===== src/rtl/rpkt_pkg.sv =====
package rpkt_pkg;

  localparam int BEAT_W     = 64;
  localparam int SEQ_W      = 12;
  localparam int LEN_W      = 16;
  localparam int SID_W      = 32;
  localparam int KIND_W     = 3;
  localparam int HDR_BYTES  = BEAT_W / 8;
  localparam int TIME_BYTES = BEAT_W / 8;

  typedef enum logic [KIND_W-1:0] {
    KIND_DATA     = 3'd0,
    KIND_DATA_END = 3'd1,
    KIND_FLOW     = 3'd2,
    KIND_CMD      = 3'd3,
    KIND_REPLY    = 3'd4,
    KIND_REPLY_ER = 3'd5
  } rpkt_kind_e;

  typedef struct packed {
    logic [1:0]       ptype;
    logic             has_time;
    logic             flag;
    logic [SEQ_W-1:0] seq;
    logic [LEN_W-1:0] len;
    logic [SID_W-1:0] sid;
  } rpkt_hdr_t;

  typedef enum logic [1:0] {
    FR_IDLE,
    FR_TIME,
    FR_BODY
  } rpkt_fr_e;

  // returns {type[1:0], flag}; unknown codes fall back to a failed reply
  function automatic logic [2:0] kind_code(input logic [KIND_W-1:0] k);
    case (k)
      KIND_DATA:     kind_code = 3'b000;
      KIND_DATA_END: kind_code = 3'b001;
      KIND_FLOW:     kind_code = 3'b010;
      KIND_CMD:      kind_code = 3'b100;
      KIND_REPLY:    kind_code = 3'b110;
      default:       kind_code = 3'b111;
    endcase
  endfunction

endpackage


===== src/rtl/rpkt_seq_ctr.sv =====
module rpkt_seq_ctr #(
  parameter int W = 12
) (
  input  logic         clk,
  input  logic         rst,
  input  logic         advance,
  output logic [W-1:0] seq_ahead
);

  logic [W-1:0] seq_q;

  always_ff @(posedge clk) begin
    if (rst) seq_q <= '0;
    else if (advance) seq_q <= seq_q + W'(1);
  end

  // value seen by a header loaded in the same cycle a packet completes
  assign seq_ahead = advance ? seq_q + W'(1) : seq_q;

endmodule


===== src/rtl/rpkt_hdr_pack.sv =====
module rpkt_hdr_pack
  import rpkt_pkg::*;
(
  input  logic [KIND_W-1:0] kind,
  input  logic              has_time,
  input  logic [SEQ_W-1:0]  seq,
  input  logic [LEN_W-1:0]  payload_bytes,
  input  logic [SID_W-1:0]  sid,
  output logic [BEAT_W-1:0] hdr_o
);

  localparam logic [LEN_W-1:0] HDR_ADD  = LEN_W'(HDR_BYTES);
  localparam logic [LEN_W-1:0] TIME_ADD = LEN_W'(TIME_BYTES);

  rpkt_hdr_t  hdr;
  logic [2:0] code;

  always_comb begin
    code         = kind_code(kind);
    hdr.ptype    = code[2:1];
    hdr.flag     = code[0];
    hdr.has_time = has_time;
    hdr.seq      = seq;
    hdr.len      = payload_bytes + HDR_ADD + (has_time ? TIME_ADD : '0);
    hdr.sid      = sid;
  end

  assign hdr_o = hdr;

endmodule


===== src/rtl/rpkt_beat_reg.sv =====
module rpkt_beat_reg #(
  parameter int W = 64
) (
  input  logic         clk,
  input  logic         rst,
  input  logic         load,
  input  logic [W-1:0] ld_data,
  input  logic         ld_last,
  input  logic         take,
  output logic [W-1:0] q_data,
  output logic         q_last,
  output logic         q_valid
);

  always_ff @(posedge clk) begin
    if (rst) begin
      q_valid <= 1'b0;
    end else if (load) begin
      q_valid <= 1'b1;
    end else if (take) begin
      q_valid <= 1'b0;
    end
  end

  always_ff @(posedge clk) begin
    if (load) begin
      q_data <= ld_data;
      q_last <= ld_last;
    end
  end

endmodule


===== src/rtl/rpkt_framer.sv =====
module rpkt_framer
  import rpkt_pkg::*;
(
  input  logic              clk,
  input  logic              rst,
  input  logic [BEAT_W-1:0] in_tdata,
  input  logic              in_tlast,
  input  logic              in_tvalid,
  output logic              in_tready,
  input  logic [KIND_W-1:0] sb_kind,
  input  logic              sb_ts_valid,
  input  logic [BEAT_W-1:0] sb_ts,
  input  logic [LEN_W-1:0]  sb_payload_bytes,
  input  logic [SID_W-1:0]  sb_sid,
  output logic [BEAT_W-1:0] out_tdata,
  output logic              out_tlast,
  output logic              out_tvalid,
  input  logic              out_tready
);

  rpkt_fr_e          st, st_nxt;
  logic              load_ok, load, ld_last, cap_time, pkt_done;
  logic [BEAT_W-1:0] ld_data, hdr_w, ts_q;
  logic [SEQ_W-1:0]  seq_now;

  assign load_ok  = !out_tvalid || out_tready;
  assign pkt_done = out_tvalid && out_tready && out_tlast;

  rpkt_seq_ctr #(.W(SEQ_W)) u_seq (
    .clk       (clk),
    .rst       (rst),
    .advance   (pkt_done),
    .seq_ahead (seq_now)
  );

  rpkt_hdr_pack u_hdr (
    .kind          (sb_kind),
    .has_time      (sb_ts_valid),
    .seq           (seq_now),
    .payload_bytes (sb_payload_bytes),
    .sid           (sb_sid),
    .hdr_o         (hdr_w)
  );

  always_comb begin
    st_nxt    = st;
    load      = 1'b0;
    ld_data   = hdr_w;
    ld_last   = 1'b0;
    in_tready = 1'b0;
    cap_time  = 1'b0;
    case (st)
      FR_IDLE: begin
        if (in_tvalid && load_ok) begin
          load     = 1'b1;
          cap_time = 1'b1;
          st_nxt   = sb_ts_valid ? FR_TIME : FR_BODY;
        end
      end
      FR_TIME: begin
        if (load_ok) begin
          load    = 1'b1;
          ld_data = ts_q;
          st_nxt  = FR_BODY;
        end
      end
      FR_BODY: begin
        in_tready = load_ok;
        if (in_tvalid && load_ok) begin
          load    = 1'b1;
          ld_data = in_tdata;
          ld_last = in_tlast;
          if (in_tlast) st_nxt = FR_IDLE;
        end
      end
      default: st_nxt = FR_IDLE;
    endcase
  end

  always_ff @(posedge clk) begin
    if (rst) st <= FR_IDLE;
    else st <= st_nxt;
  end

  always_ff @(posedge clk) begin
    if (cap_time) ts_q <= sb_ts;
  end

  rpkt_beat_reg #(.W(BEAT_W)) u_out (
    .clk     (clk),
    .rst     (rst),
    .load    (load),
    .ld_data (ld_data),
    .ld_last (ld_last),
    .take    (out_tready),
    .q_data  (out_tdata),
    .q_last  (out_tlast),
    .q_valid (out_tvalid)
  );

endmodule


===== config.mk =====
export PLATFORM = sky130hd
export DESIGN_NAME = rpkt_framer
export DESIGN_NICKNAME = d
export VERILOG_FILES = /design/src/rtl/rpkt_pkg.sv /design/src/rtl/rpkt_seq_ctr.sv /design/src/rtl/rpkt_hdr_pack.sv /design/src/rtl/rpkt_beat_reg.sv /design/src/rtl/rpkt_framer.sv
export SDC_FILE = /design/constraint.sdc
export NUM_CORES = 1
export LEC_CHECK = 0
export ABC_AREA = 0
export ABC_CLOCK_PERIOD_IN_PS = 13800
export CAP_MARGIN = 40
export CELL_PAD_IN_SITES_DETAIL_PLACEMENT = 2
export CELL_PAD_IN_SITES_GLOBAL_PLACEMENT = 2
export CORE_ASPECT_RATIO = 1.25
export CORE_UTILIZATION = 32
export DETAILED_ROUTE_END_ITERATION = 8
export PLACE_DENSITY = 0.95
export SYNTH_ARGS = -nofsm -noshare
export SYNTH_HDL_FRONTEND = slang
export SYNTH_SLANG_ARGS = --single-unit

===== constraint.sdc =====
create_clock -name clk -period 13.8 [get_ports clk]
set_clock_uncertainty 0.1 [all_clocks]
set_input_delay 3.45 -clock clk [delete_from_list [all_inputs] [get_ports clk]]
set_output_delay 3.45 -clock clk [all_outputs]
set_load 0.05 [all_outputs]

==> results of run 1 <==
final timing paths:
path	from	end	cells past startpoint
worst min-delay path	st[0]	st[0]	2
worst max register to register	st[0]	u_out.q_data[13]	5
worst max-delay path	out_tready	in_tready	4
worst min register to register	st[0]	st[0]	2
state kept, by name, indices dropped and copies added (netlist names):
name           cells
u_out.q_last       1
u_out.q_valid      1
u_seq.seq_q       12
st                 2
u_out.q_data      64
ts_q              64
kinds of logic (layout without fill, tap and decap cells):
family | count (synthesis) | in the layout
AO/OA/AOI/OAI | 140 | 140
multiplexers | 2 | 2
flip-flops | 144 | 144
AND/OR/NAND/NOR | 58 | 58
adder cells (fa/ha/maj) | 8 | 8
buffers and inverters | 40 | 304
XOR/XNOR | 21 | 21
worst max-delay path, delay by kind of cell:
| kind | cells | cell delay [ns] |
|---|---|---|
| AND/OR/NAND/NOR | 2 | 0.39 |
| buffers and inverters | 2 | 1.44 |
power breakdown:
| group | switching, mW | internal, mW |
|---|---|---|
| Sequential | 0.0282 | 0.570 |
| Combinational | 0.330 | 0.183 |
| Clock | 0.178 | 0.271 |
| Total | 0.536 | 1.02 |
layer usage:
layer / GRT usage [%] / share of wire, % / vias to the layer above
met5: 0 / 0 / -
met4: 7.66 / 2.0 / 0
met3: 4.78 / 6.2 / 30
met2: 41.9 / 55 / 177
met1: 23.1 / 36 / 2412
li1: - / - / 2168
layout make-up:
type,instances,area (sq um)
clock buffer,22,454
clock inverter,10,114
fill,1835,10200
inverter,13,48.8
multi-input combinational,229,2110
sequential,144,4170
tap,270,338
timing repair buffer,259,2660
cell usage in the layout, fill, tap and decap left out, types with 12 or more instances in the layout:
cell,count
o22ai_2,20
nor2_1,20
xnor2_1,18
a22oi_2,58
inv_1,12
o2bb2ai_1,37
clkdlybuf4s50_1,251
dfxtp_1,15
clkbuf_16,17
edfxtp_1,129
==> results.md, run 1 <==
- Status: finished clean
- H-tree depth: 4
- Sequential fraction of the synthesis area: 63.5%
- Post-synth EDFFs: 129
- Main flop type after synthesis: edfxtp_1
- Max-cap violation count: 0
- Worst setup slack after layout: 4.97 ns
- RSZ-0062 raised after global routing: false
- Vias per cell: 5.05
- Unique masters post-synth: 42
- Synthesized instance count: 413
- Fin cells: 947
- Port Buf Inserts: 251
- Num CTS Buffers: 17
- Nets@finish: 857
- Pins Over Slew Limit: 0
- Final ANT Viol Nets: 0
- Total track usage: 21.9%
- Root buffer cell: clkbuf_16
- Clock slew at reported path FFs: 0.06 ns
- Yosys top cell by area: edfxtp_1
- Ranking of synthesized cells by area: edfxtp_1 (59%), a22oi_2 (11%), o2bb2ai_1 (4.9%)
- Die area: 21100 sq um
- Routed vias: 4787
- Worst Setup Slack post-DPL: 4.97 ns
- Crit path required time: 10.25 ns
- Synth Area in Simple Gates: 4.76%
- CP most frequent cell: clkdlybuf4s50_1
- Post-synth top cells: edfxtp_1 (129), a22oi_2 (58), o2bb2ai_1 (37), nor2_1 (20), o22ai_2 (20)
- DRT Wirelength: 22.8 mm
- Final cycle utilization of the critical path: 64.0%
- Clock sink total: 144
- Die X: 130 um
- CP Class: in -> out
- IO Pins: 252
- Critical path startpoint category: input pin
- Post-synthesis compound-gate area fraction: 22.6%
- Drt pass-1 iters: 5
- Count leader, synth: edfxtp_1
- Setup TNS: 0 ns
- Clk_lat worst skew: 0.42 ns
- Initial Util: 32.7%
- CTS max path bufs: 2
- Fin crit period: 8.83 ns
- Worst stage delay on the critical path: 0.83 ns
- Synth-to-Final Area Change: 50.6%
- CTS tree: built
- Final Hold Vio Count: 0
- Critical-path cell list: clkdlybuf4s50_1 > and2b_1 > nor2_1 > clkdlybuf4s50_1
- Async set-reset flop share out of synthesis: 0%
- Final core area utilization: 49.3%
- Antenna cell count: 0
- Fin area: 9900 sq um
- Post-Synth Adder-Cell Area: 1.52%
- Ys Warns: 0
- Max Fanout on Critical Path: 5
- Core area: 20100 sq um
- Worst Tran Pin Value: 0.634 ns
- Placer Congestion: 0.750
- Endpoints failing setup: 0
- Peak supply drop: 0.0773 mV
- Cell area after synthesis: 6570 sq um
- Final HPWL DP: 16.9 mm
- Largest net degree at the start of global routing: 45
- Initial antenna violation count: 0
- Mux cell area share after synthesis: 0.305%
- Largest family of logic cells by synthesized area: compound AO/OA/AOI/OAI gates
- FMAX: 113 MHz
- Detailed-route wire length per cell: 24.1 um
- Rows: 58
- Placed Cells: 915
- Post-CTS Setup Bufs: 0
- Post-CTS Resized: 0
- Leak: 3.18 nW
- Global-route wire length before repair: 33.4 mm
- # DRC: 0
- CP max stage cell: clkdlybuf4s50_1
- Syn avg cell area: 15.9 sq um
- Synth Net Count: 606
- Total gr overflow: 0
- Post-Synth XOR/XNOR Area: 2.80%
- Worst rel slew slack: 57.6%
- R2r setup slk: 11.24 ns
- Hold slack: 0.450 ns
- Share of the synthesized area in the top cell type: 58.9%
- Dpl cell area: 9330 sq um
- Yosys reg bits: 144
- Vias in the first global route: 5545
- Total Power: 1.56 mW
- Critical path arrival: 5.28 ns
- Height of the chip: 162 um
- Initial drt markers: 220
- Hold WC Path Type: reg -> reg
- Pwr Density: 158 nW/um^2
- CTS hold repair buffers: 0
- Fraction of layout cells with a size suffix above 1: 18.9%
- Nature of the critical path endpoint: output pin
No activity file was read; power rests on OpenSTA's default activity.
==> inputs of run 2 (changes only) <==
--- a/config.mk
+++ b/config.mk
@@ -6,14 +6,14 @@
 export NUM_CORES = 1
 export LEC_CHECK = 0
 export ABC_AREA = 0
-export ABC_CLOCK_PERIOD_IN_PS = 13800
+export ABC_CLOCK_PERIOD_IN_PS = 7300
 export CAP_MARGIN = 40
 export CELL_PAD_IN_SITES_DETAIL_PLACEMENT = 2
 export CELL_PAD_IN_SITES_GLOBAL_PLACEMENT = 2
 export CORE_ASPECT_RATIO = 1.25
-export CORE_UTILIZATION = 32
+export CORE_UTILIZATION = 26
 export DETAILED_ROUTE_END_ITERATION = 8
-export PLACE_DENSITY = 0.95
+export PLACE_DENSITY = 0.86
 export SYNTH_ARGS = -nofsm -noshare
 export SYNTH_HDL_FRONTEND = slang
 export SYNTH_SLANG_ARGS = --single-unit
==> constraint.sdc (replaced) <==
create_clock -name clk -period 7.3 [get_ports clk]
set_clock_uncertainty 0.1 [all_clocks]
set_input_delay 1.825 -clock clk [delete_from_list [all_inputs] [get_ports clk]]
set_output_delay 1.825 -clock clk [all_outputs]
set_load 0.05 [all_outputs]
==> run 2 against run 1 <==
Net effect:
- sequential cell count did not move
- first-iteration DRC count fell by 42%
- sequential power rose by 89%
- largest power group unchanged
- register-to-register slack got worse by 6.6 ns
- utilization fell by 9.0 points
- clock-buffer cell count fell by 5
- final cell count rose by 6.3%
- hold slack got worse by 0.023 ns
- global-route usage fell by 4.3 points
- critical path depth did not move
- largest cell class unchanged
- non-clock buffer count did not move
- design area rose by 0.24%
- critical path type unchanged
- highest routed layer unchanged
==> results.md, run 2 (synthesis gave the netlist of run 1 again) <==
- CTS tree: built
- CP Class: in -> out
- Rows: 64 (+10%)
- CTS max path bufs: 2 (unchanged)
- Vias in the first global route: 5455 (-1.6%)
- H-tree depth: 4 (unchanged)
- Max Fanout on Critical Path: 5 (unchanged)
- Drt pass-1 iters: 4 (-1)
- Crit path required time: 5.38 ns (-4.87 ns)
- Final HPWL DP: 16.8 mm (-0.30%)
- Initial drt markers: 128 (-42%)
- Initial antenna violation count: 0 (unchanged)
- Leak: 3.16 nW (-0.81%)
- Endpoints failing setup: 0 (unchanged)
- Peak supply drop: 0.144 mV (+86%)
- Initial Util: 26.6% (-6.0 points)
- Root buffer cell: clkbuf_16
- Pins Over Slew Limit: 0 (unchanged)
- Port Buf Inserts: 251 (unchanged)
- Final cycle utilization of the critical path: 75.4%
- Core area: 24700 sq um (+23%)
- Nature of the critical path endpoint: output pin
- Global-route wire length before repair: 33.4 mm (+0.14%)
- Detailed-route wire length per cell: 22.6 um (-6.4%)
- FMAX: 182 MHz
- Status: finished clean
- Routed vias: 4777 (-0.21%)
- Antenna cell count: 0 (unchanged)
- Total track usage: 17.7% (-4.3 points)
- Setup TNS: 0 ns (unchanged)
- IO Pins: 252 (unchanged)
- Placer Congestion: 0.712 (-5.1%)
- Post-CTS Setup Bufs: 0 (unchanged)
- DRT Wirelength: 22.7 mm (-0.43%)
- Clock sink total: 144 (unchanged)
- Clk_lat worst skew: 0.42 ns (about the same)
- Largest registers: ts_q (64), u_out.q_data (64), u_seq.seq_q (12)
- Synth-to-Final Area Change: 51.0%
- RSZ-0062 raised after global routing: false
- Fin crit period: 5.50 ns
- # DRC: 0 (unchanged)
- Vias per cell: 4.74 (-6.2%)
- Total gr overflow: 0 (unchanged)
- Nets@finish: 857 (unchanged)
- Critical path arrival: 3.58 ns (-1.70 ns)
- Worst rel slew slack: 49.4% (-8.2 points)
- Hold WC Path Type: reg -> reg
- Fin area: 9920 sq um (+0.24%)
- Die X: 144 um (+11%)
- Largest net degree at the start of global routing: 44 (-2.2%)
- Most common cell after layout, fill and taps aside: clkdlybuf4s50_1
- Fraction of layout cells with a size suffix above 1: 19.4% (+0.44 points)
- Max-cap violation count: 0 (unchanged)
- Num CTS Buffers: 17 (unchanged)
- Clock slew at reported path FFs: 0.07 ns (about the same)
- Dpl cell area: 9350 sq um (+0.16%)
- Pwr Density: 297 nW/um^2 (+89%)
- CTS hold repair buffers: 0 (unchanged)
- Height of the chip: 180 um (+11%)
- Die area: 25900 sq um (+23%)
- Critical path startpoint category: input pin
- Worst Tran Pin Value: 0.759 ns (+0.126 ns)
- Final Hold Vio Count: 0 (unchanged)
- Highest-count cells in the layout ignoring fill and taps: clkdlybuf4s50_1 (251), edfxtp_1 (129), a22oi_2 (58)
- Final ANT Viol Nets: 0 (unchanged)
- Post-CTS Resized: 0 (unchanged)
- Total Power: 2.95 mW (+89%)
-- run 2: final cells by class --
class,instances,area (sq um)
multi-input combinational,229,2110
fill,2508,14700
sequential,144,4170
inverter,13,48.8
timing repair buffer,259,2600
tap,330,413
clock inverter,15,151
clock buffer,17,425
-- run 2: power breakdown --
group	internal (mW)	total (mW)	switching, mW	leakage (nW)
logic	0.335	0.952	0.617	1.52
clock network	0.481	0.871	0.391	0.274
registers	1.08	1.13	0.0492	1.37
total	1.89	2.95	1.06	3.16
-- run 2: path summary, 6_finish.rpt --
check / start / endpoint / slack [ns] / cells after the start
worst max-delay path: out_tready / in_tready / 1.80 / 4
worst min-delay path: st[0] / st[0] / 0.43 / 2
worst max register to register: st[1] / u_out.q_data[38] / 4.66 / 6
worst min register to register: st[0] / st[0] / 0.43 / 2
-- run 2: routing by layer --
metal | wire [um] | GRT usage, % | share of wire, %
met1 | 8600 | 18.9 | 38
met2 | 12500 | 33.2 | 55
met3 | 1280 | 4.50 | 5.6
met4 | 367 | 5.35 | 1.6
met5 | 0 | 0 | 0
-- run 2: metrics by stage --
stage	std cells	hold WS [ns]	utilization, %	worst slack (ns)
2_1_floorplan	413	0.371	-	0.138
3_3_place_gp	973	0.398	37.7	1.79
3_5_place_dp	975	0.426	37.9	1.82
4_1_cts	1007	0.434	40.2	1.80
5_1_grt	1007	0.451	40.2	1.73
6_report	1007	0.427	40.2	1.80
-- run 2: worst max-delay path, cell delays in order --
cell,delay [ns]
clkdlybuf4s50_1,0.58
and2b_1,0.25
nor2_1,0.10
clkdlybuf4s50_1,0.81
==> inputs of run 3 (changes only) <==
--- a/config.mk
+++ b/config.mk
@@ -6,7 +6,7 @@
 export NUM_CORES = 1
 export LEC_CHECK = 0
 export ABC_AREA = 0
-export ABC_CLOCK_PERIOD_IN_PS = 7300
+export ABC_CLOCK_PERIOD_IN_PS = 4400
 export CAP_MARGIN = 40
 export CELL_PAD_IN_SITES_DETAIL_PLACEMENT = 2
 export CELL_PAD_IN_SITES_GLOBAL_PLACEMENT = 2
==> constraint.sdc (replaced) <==
create_clock -name clk -period 4.4 [get_ports clk]
set_clock_uncertainty 0.1 [all_clocks]
set_input_delay 1.1 -clock clk [delete_from_list [all_inputs] [get_ports clk]]
set_output_delay 1.1 -clock clk [all_outputs]
set_load 0.05 [all_outputs]
==> run 3 against run 2 <==
Net effect:
- worst setup slack worse by 0.91 ns
- power is 67% higher
- non-clock buffer count grew 5
- design area grew 0.79%
- utilization grew 0.32 points
- first-iteration DRC count rose by 53%
- critical endpoint unchanged
- final cell count rose by 0.70%
- sequential share of layout area fell by 0.33 points
- via count is 0.38% lower
- combinational power is 67% higher
- largest power group unchanged
- critical path depth stayed put
==> results.md, run 3 (synthesis gave the netlist of run 1 again) <==
- Fraction of layout cells with a size suffix above 1: 19.9% (+0.59 points)
- Hold WC Path Type: reg -> reg
- Fin crit period: 3.51 ns
- Worst stage delay on the critical path: 0.60 ns (-0.21 ns)
- Vias per cell: 4.69 (-1.1%)
- Post-CTS Resized: 0 (unchanged)
- Global-route wire length before repair: 33.1 mm (-0.95%)
- Post-CTS Setup Bufs: 0 (unchanged)
- Drt pass-1 iters: 4 (unchanged)
- CTS max path bufs: 2 (unchanged)
- Final core area utilization: 40.6% (+0.32 points)
- Pins Over Slew Limit: 0 (unchanged)
- Leak: 3.20 nW (+1.3%)
- Final Hold Vio Count: 0 (unchanged)
- Final ANT Viol Nets: 0 (unchanged)
- Die area: 25900 sq um (unchanged)
- Fillers: 2497 (-0.44%)
- FMAX: 285 MHz
- Highest-count cells in the layout ignoring fill and taps: clkdlybuf4s50_1 (250), edfxtp_1 (129), a22oi_2 (58)
- Placer Congestion: 0.697 (-2.0%)
- CTS tree: built
- Largest net degree at the start of global routing: 65 (+48%)
- DRT Wirelength: 22.3 mm (-1.7%)
- Port Buf Inserts: 251 (unchanged)
- Initial Util: 26.6% (unchanged)
- Final HPWL DP: 16.4 mm (-2.8%)
- Initial drt markers: 196 (+53%)
- CTS hold repair buffers: 0 (unchanged)
- Critical-path cell list: clkdlybuf4s50_1 > and2b_1 > nor2_1 > buf_4
- Vias in the first global route: 5513 (+1.1%)
- Die X: 144 um (unchanged)
- Core area: 24700 sq um (unchanged)
- Synth-to-Final Area Change: 52.2%
- Detailed-route wire length per cell: 22.0 um (-2.4%)
- Routed vias: 4759 (-0.38%)
- # DRC: 0 (unchanged)
- Nature of the critical path endpoint: output pin
- Clk_lat worst skew: 0.41 ns (about the same)
- H-tree depth: 4 (unchanged)
- Root buffer cell: clkbuf_16
- Total track usage: 17.4% (-0.21 points)
- Crit path required time: 3.20 ns (-2.18 ns)
- Setup TNS: 0 ns (unchanged)
- CP Class: in -> out
- Nets@finish: 862 (+0.58%)
- Endpoints failing setup: 0 (unchanged)
- Max Fanout on Critical Path: 5 (unchanged)
- Largest registers: ts_q (64), u_out.q_data (64), u_seq.seq_q (12)
- Peak supply drop: 0.253 mV (+76%)
- Rows: 64 (unchanged)
- Worst Tran Pin Value: 0.713 ns (-0.0463 ns)
- Initial antenna violation count: 2 (+2)
- Clock sink total: 144 (unchanged)
- Critical path arrival: 2.31 ns (-1.27 ns)
- Pwr Density: 491 nW/um^2 (+65%)
- Max-cap violation count: 0 (unchanged)
- Final cycle utilization of the critical path: 79.7%
- RSZ-0062 raised after global routing: false
- Num CTS Buffers: 17 (unchanged)
- IO Pins: 252 (unchanged)
- CP max stage cell: clkdlybuf4s50_1
- Critical path startpoint category: input pin
- Total gr overflow: 0 (unchanged)
- Clock slew at reported path FFs: 0.06 ns (about the same)
- Height of the chip: 180 um (unchanged)
- Worst rel slew slack: 52.3% (+2.9 points)
- Status: finished clean
- Most common cell after layout, fill and taps aside: clkdlybuf4s50_1
[run 3: cell count changes in the layout (fill, tap and decap cells not counted)]
cell and change:
clkinv_2 +1, buf_12 +2, inv_6 +1, clkbuf_1 +1, clkdlybuf4s50_1 -1, inv_8 -2
diode_2 +2, bufinv_16 +1, nor3_2 -1, clkinv_4 -2, nor3_4 +1, buf_4 +4
[run 3: cell type report]
type / instances / area [sq um] / share of cell area, %
Sequential cell: 144 / 4170 / 41.7
Timing Repair Buffer: 264 / 2660 / 26.6
Multi-Input combinational cell: 229 / 2120 / 21.2
Clock buffer: 18 / 429 / 4.29
Tap cell: 330 / 413 / 4.13
Clock inverter: 14 / 155 / 1.55
Inverter: 13 / 48.8 / 0.488
Antenna cell: 2 / 5.00 / 0.0500
[run 3: worst paths after layout]
path	endpoint	start	cells after the start	slack, ns
hold / removal	st[0]	st[0]	2	0.41
setup / recovery	in_tready	out_tready	4	0.89
setup reg to reg	u_out.q_data[3]	st[0]	7	2.12
hold reg to reg	st[0]	st[0]	2	0.41
[run 3: metal layers]
metal	global-route usage, %	vias up	wire [um]
met2	32.5	161	12100
met1	18.8	2389	8490
met3	4.05	24	1260
met4	6.23	0	436
li1	-	2185	-
met5	0	-	0
[run 3: worst max-delay path: cells and delay by family]
family	cells	cell delay [ns]
buffers and inverters	2	0.81
and+or+nand+nor	2	0.40
[run 3: report_power, final]
part	internal, mW	total [mW]	switching [mW]
clock network	0.845	1.45	0.609
registers	1.79	1.87	0.0843
logic	0.570	1.59	1.02
total	3.20	4.91	1.71
[run 3: through the flow]
step / cells / hold slack [ns] / power, mW / cell area, sq um / setup WS, ns
floorplan: 413 / 0.371 / 2.87 / 6580 / 0.986
global placement: 980 / 0.400 / 3.47 / 9410 / 0.939
detailed placement: 980 / 0.418 / 3.51 / 9410 / 0.885
CTS: 1012 / 0.426 / 4.99 / 10000 / 0.878
global route: 1014 / 0.455 / 5.10 / 10000 / 0.828
finish: 1014 / 0.413 / 4.91 / 10000 / 0.892
